$ cat src/rtl/flash_pin_arbiter.sv
module flash_pin_arbiter #(
  parameter int DATA_W   = 32,
  parameter int PARK_CYC = 2
) (
  input  logic              clk,
  input  logic              rst_n,
  input  logic              reg_wr,
  input  logic [DATA_W-1:0] reg_wdata,
  output logic [DATA_W-1:0] reg_rdata,
  input  logic              eng_busy,
  input  logic              eng_sck,
  input  logic              eng_cs_n,
  input  logic              eng_si,
  input  logic              eng_dev_erase,
  input  logic              eng_sec_erase,
  input  logic              eng_write,
  output logic              eng_hold,
  input  logic              hx_wr_start,
  input  logic              hx_wr_done,
  output logic              fl_sck,
  output logic              fl_cs_n,
  output logic              fl_si,
  input  logic              fl_so
);

  localparam int CNT_W = (PARK_CYC > 1) ? $clog2(PARK_CYC) : 1;
  localparam int PAD_W = DATA_W - 10;

  typedef enum logic [1:0] {S_IDLE, S_WAIT, S_GRANT, S_PARK} state_t;

  state_t         state;
  logic [CNT_W-1:0] park_cnt;
  logic [2:0]     ctl;
  logic           req;
  logic [2:0]     flg;
  logic           wdone;
  logic           grant;

  assign grant = (state == S_GRANT);

  always_ff @(posedge clk or negedge rst_n) begin
    if (!rst_n) begin
      ctl <= 3'b000;
      req <= 1'b0;
    end else if (reg_wr) begin
      ctl <= reg_wdata[2:0];
      req <= reg_wdata[4];
    end
  end

  always_ff @(posedge clk or negedge rst_n) begin
    if (!rst_n) begin
      state    <= S_IDLE;
      park_cnt <= '0;
    end else begin
      case (state)
        S_IDLE:  if (req) state <= eng_busy ? S_WAIT : S_GRANT;
        S_WAIT:  if (!req) state <= S_IDLE;
                 else if (!eng_busy) state <= S_GRANT;
        S_GRANT: if (!req) begin
                   state    <= S_PARK;
                   park_cnt <= CNT_W'(PARK_CYC - 1);
                 end
        S_PARK:  if (park_cnt == '0) state <= S_IDLE;
                 else park_cnt <= park_cnt - 1'b1;
        default: state <= S_IDLE;
      endcase
    end
  end

  always_ff @(posedge clk or negedge rst_n) begin
    if (!rst_n)
      flg <= 3'b000;
    else if (eng_dev_erase | eng_sec_erase | eng_write)
      flg <= {eng_write, eng_sec_erase, eng_dev_erase};
    else if (!eng_busy)
      flg <= 3'b000;
  end

  always_ff @(posedge clk or negedge rst_n) begin
    if (!rst_n)           wdone <= 1'b1;
    else if (hx_wr_start) wdone <= 1'b0;
    else if (hx_wr_done)  wdone <= 1'b1;
  end

  assign eng_hold = req | (state != S_IDLE);

  always_comb begin
    case (state)
      S_GRANT: {fl_si, fl_cs_n, fl_sck} = ctl;
      S_PARK:  {fl_si, fl_cs_n, fl_sck} = 3'b010;
      default: {fl_si, fl_cs_n, fl_sck} = {eng_si, eng_cs_n, eng_sck};
    endcase
  end

  assign reg_rdata = {{PAD_W{1'b0}}, wdone, flg, grant, req, fl_so, ctl};

endmodule


$ cat config.mk
export PLATFORM = sky130hd
export DESIGN_NAME = flash_pin_arbiter
export DESIGN_NICKNAME = d
export VERILOG_FILES = /design/src/rtl/flash_pin_arbiter.sv
export SDC_FILE = /design/constraint.sdc
export NUM_CORES = 1
export LEC_CHECK = 0
export ABC_AREA = 1
export CORE_MARGIN = 2
export CORE_UTILIZATION = 30
export CTS_CLUSTER_SIZE = 8
export DETAILED_ROUTE_END_ITERATION = 8
export MAX_ROUTING_LAYER = met4
export PLACE_DENSITY_LB_ADDON = 0.25
export SYNTH_ARGS = -nofsm -noshare
export SYNTH_HDL_FRONTEND = slang
export SYNTH_SLANG_ARGS = --single-unit
$ cat constraint.sdc
create_clock -name clk -period 2.9 [get_ports clk]
set_input_delay 0.29 -clock clk [delete_from_list [all_inputs] [get_ports clk]]
set_output_delay 0.29 -clock clk [all_outputs]
set_load 0.1 [all_outputs]
==> reports/results.txt <==
hpwl dp: 1.13 mm
Starting Density: 32.3%
remaining global-route overflow: 0
Worst Clk Skew: 1.27 ps
IO Pins: 81
number of global-route vias before repair: 500
number of port buffers: 28
Seq/Total Area, Yosys: 37.6%
clock period minus worst slack: 1690 ps
Yosys reg bits: 11
post-synthesis compound-gate area fraction: 12.2%
CTS H-tree depth: 1
Root Buffer: clkbuf_4
Final ANT Viol Nets: 0
Max VDD drop: 0.370 mV
Worst setup SP type: flip-flop
CP max stage delay: 460 ps
post-synth top area cell: dfrtp_1
row cnt: 17
# Max-Cap Violations: 0
critical path required time: 2610 ps
synthesized area: 736 um^2
Netlist cell types: 18
FMAX: 0.591 GHz
critical path class: reg2out
Critical-path top delay cell: dfrtp_1
Pleak: 0.491 nW
initial antenna violation count: 0
worst-path cell chain: inv_1 > nand2_2 > inv_1 > a21oi_1 > buf_4
Syn-to-layout area delta: 24.8%
run status: finished, final reports clean
DRC: 0
Post-CTS Setup Bufs: 0
Synth Warn #: 0
Final Wtd Congestion: 0.749
final wirelength: 1.34 mm
fin nets: 167
Worst Hold Class: in2async
Worst path most repeated cell: inv_1
endpoints failing setup: 0
CTS tree: yes
Hold-fix buffers, CTS: 0
PostCTS Resize Cnt: 0
TritonCTS buffer count: 3
Sink Count: 11
multiplexer area fraction after synthesis: 0%
drt initial violations: 0
CORE AREA: 2280 um^2
Final period util: 58.3%
Syn Inst Count: 95
worst-path maximum fanout: 7
pwr dens: 1080 nW/um^2
Adder-Cell Fraction of Synth Area: 0%
via/cell ratio: 3.92
GRT Total Usage: 11.0%
WL/cell: 8.96 um
die area: 2860 um^2
arrival time worst endpoint: 1400 ps
layout cells sized above 1: 18.2%
via count: 584
Slew Viols, Final: 0
Synth area leaders: dfrtp_1, buf_4, nand2_1
Yosys top cell area share: 34.0%
Max clock buf depth: 2
largest net degree at the start of global routing: 12
Slew @ Worst Pin: 502 ps
Worst-path clk slew: 70 ps
height of the die: 53.5 um
r2r setup slk: 1850 ps
Synth Area in Simple Gates: 14.5%
largest family of logic cells by synthesized area: buffers and inverters
Syn Area/Cell: 7.74 um^2
Hold Vio Cnt, Final: 0
DR pass1 iterations: 1
XOR/XNOR Fraction of Synth Area: 0%
width of the die: 53.5 um
Final Hold Slack: 354 ps
RSZ-0062 raised after global routing: false
first-pass GRT wire length: 2.09 mm
CP Capture Type: output port
total negative setup slack: 0 ps
Rel. slew slack: 66.4%
clock latency at the later pin of the worst-skew pair: 270 ps
# diodes: 0
through the flow:
step	total power [mW]	cells	worst slack [ps]	util (%)	area [um^2]
detailed placement	0.893	145	1400	39.1	891
CTS	0.998	149	1200	40.4	918
global route	1.05	149	1090	40.4	918
floorplan	0.833	116	65.3	-	815
global placement	0.888	145	1400	39.1	891
finish	0.991	149	1210	40.4	918
kinds of logic (layout without fill, tap and decap cells):
family / count (synthesis) / in the layout
AOI/OAI and AO/OA: 17 / 17
DFF: 11 / 11
buffers and inverters: 41 / 46
and+or+nand+nor: 25 / 25
other: 1 / 22
layout by cell type, fill, tap and decap left out:
master and instances:
clkbuf_4 3, inv_1 13, clkinv_2 1, o21ai_0 9
nor2_1 4, o21ai_1 3, o21a_1 1, dfstp_2 1
buf_4 13, nand2_1 15, dfrtp_1 10, conb_1 22
a21oi_1 3, clkdlybuf4s50_1 15, nand2_2 2, nand3_1 2
nand4_1 1, o21bai_1 1, nor2_2 1, inv_2 1
registers in the layout, summed over array words and instances, names as in the netlist:
signal / count
ctl: 3
flg: 3
state: 2
park_cnt: 1
req: 1
wdone: 1
power by group:
part	internal, mW	switching (mW)
clock network	0.0510	0.0525
logic	0.127	0.538
registers	0.184	0.0375
total	0.362	0.629
worst paths after layout:
| check | from | to | depth (start not counted) |
|---|---|---|---|
| setup / recovery | state[0] | fl_cs_n | 5 |
| hold / removal | rst_n | flg[0] | 1 |
| setup reg to reg | state[1] | state[0] | 6 |
| hold reg to reg | wdone | wdone | 2 |
| max in group asynchronous | rst_n | wdone | 1 |
| min in group clk | wdone | wdone | 2 |
layer usage:
layer | part of all wire [%] | track usage [%]
met5 | 0 | -
met4 | 2.2 | 6.84
met3 | 8.8 | 4.24
met2 | 53 | 17.7
met1 | 36 | 11.2
Yosys cell counts:
master	number
a21oi_1	3
o21ai_1	1
dfrtp_1	10
nor2_1	4
o21ai_0	11
o21bai_1	1
inv_1	13
dfstp_2	1
buf_6	1
buf_4	26
nor2_2	1
nand2_1	15
conb_1	1
o21a_1	1
nand3_1	2
nand2_2	2
inv_2	1
nand4_1	1
critical path, delay by kind of cell (launching register included):
kind	cells	cell delay [ps]
compound gates	1	120
buf+inv	3	440
simple gates	1	100
flops	1	460
area by class of cell:
cell class	count	area, um^2
well taps	28	35.0
inverters	14	52.6
flip-flops and latches	11	277
clock buffers	3	22.5
fillers	244	1360
multi-input cells	64	279
clock inverters	1	5.00
repair buffers	28	248
Note: power is estimated with default switching activity, not from simulation.
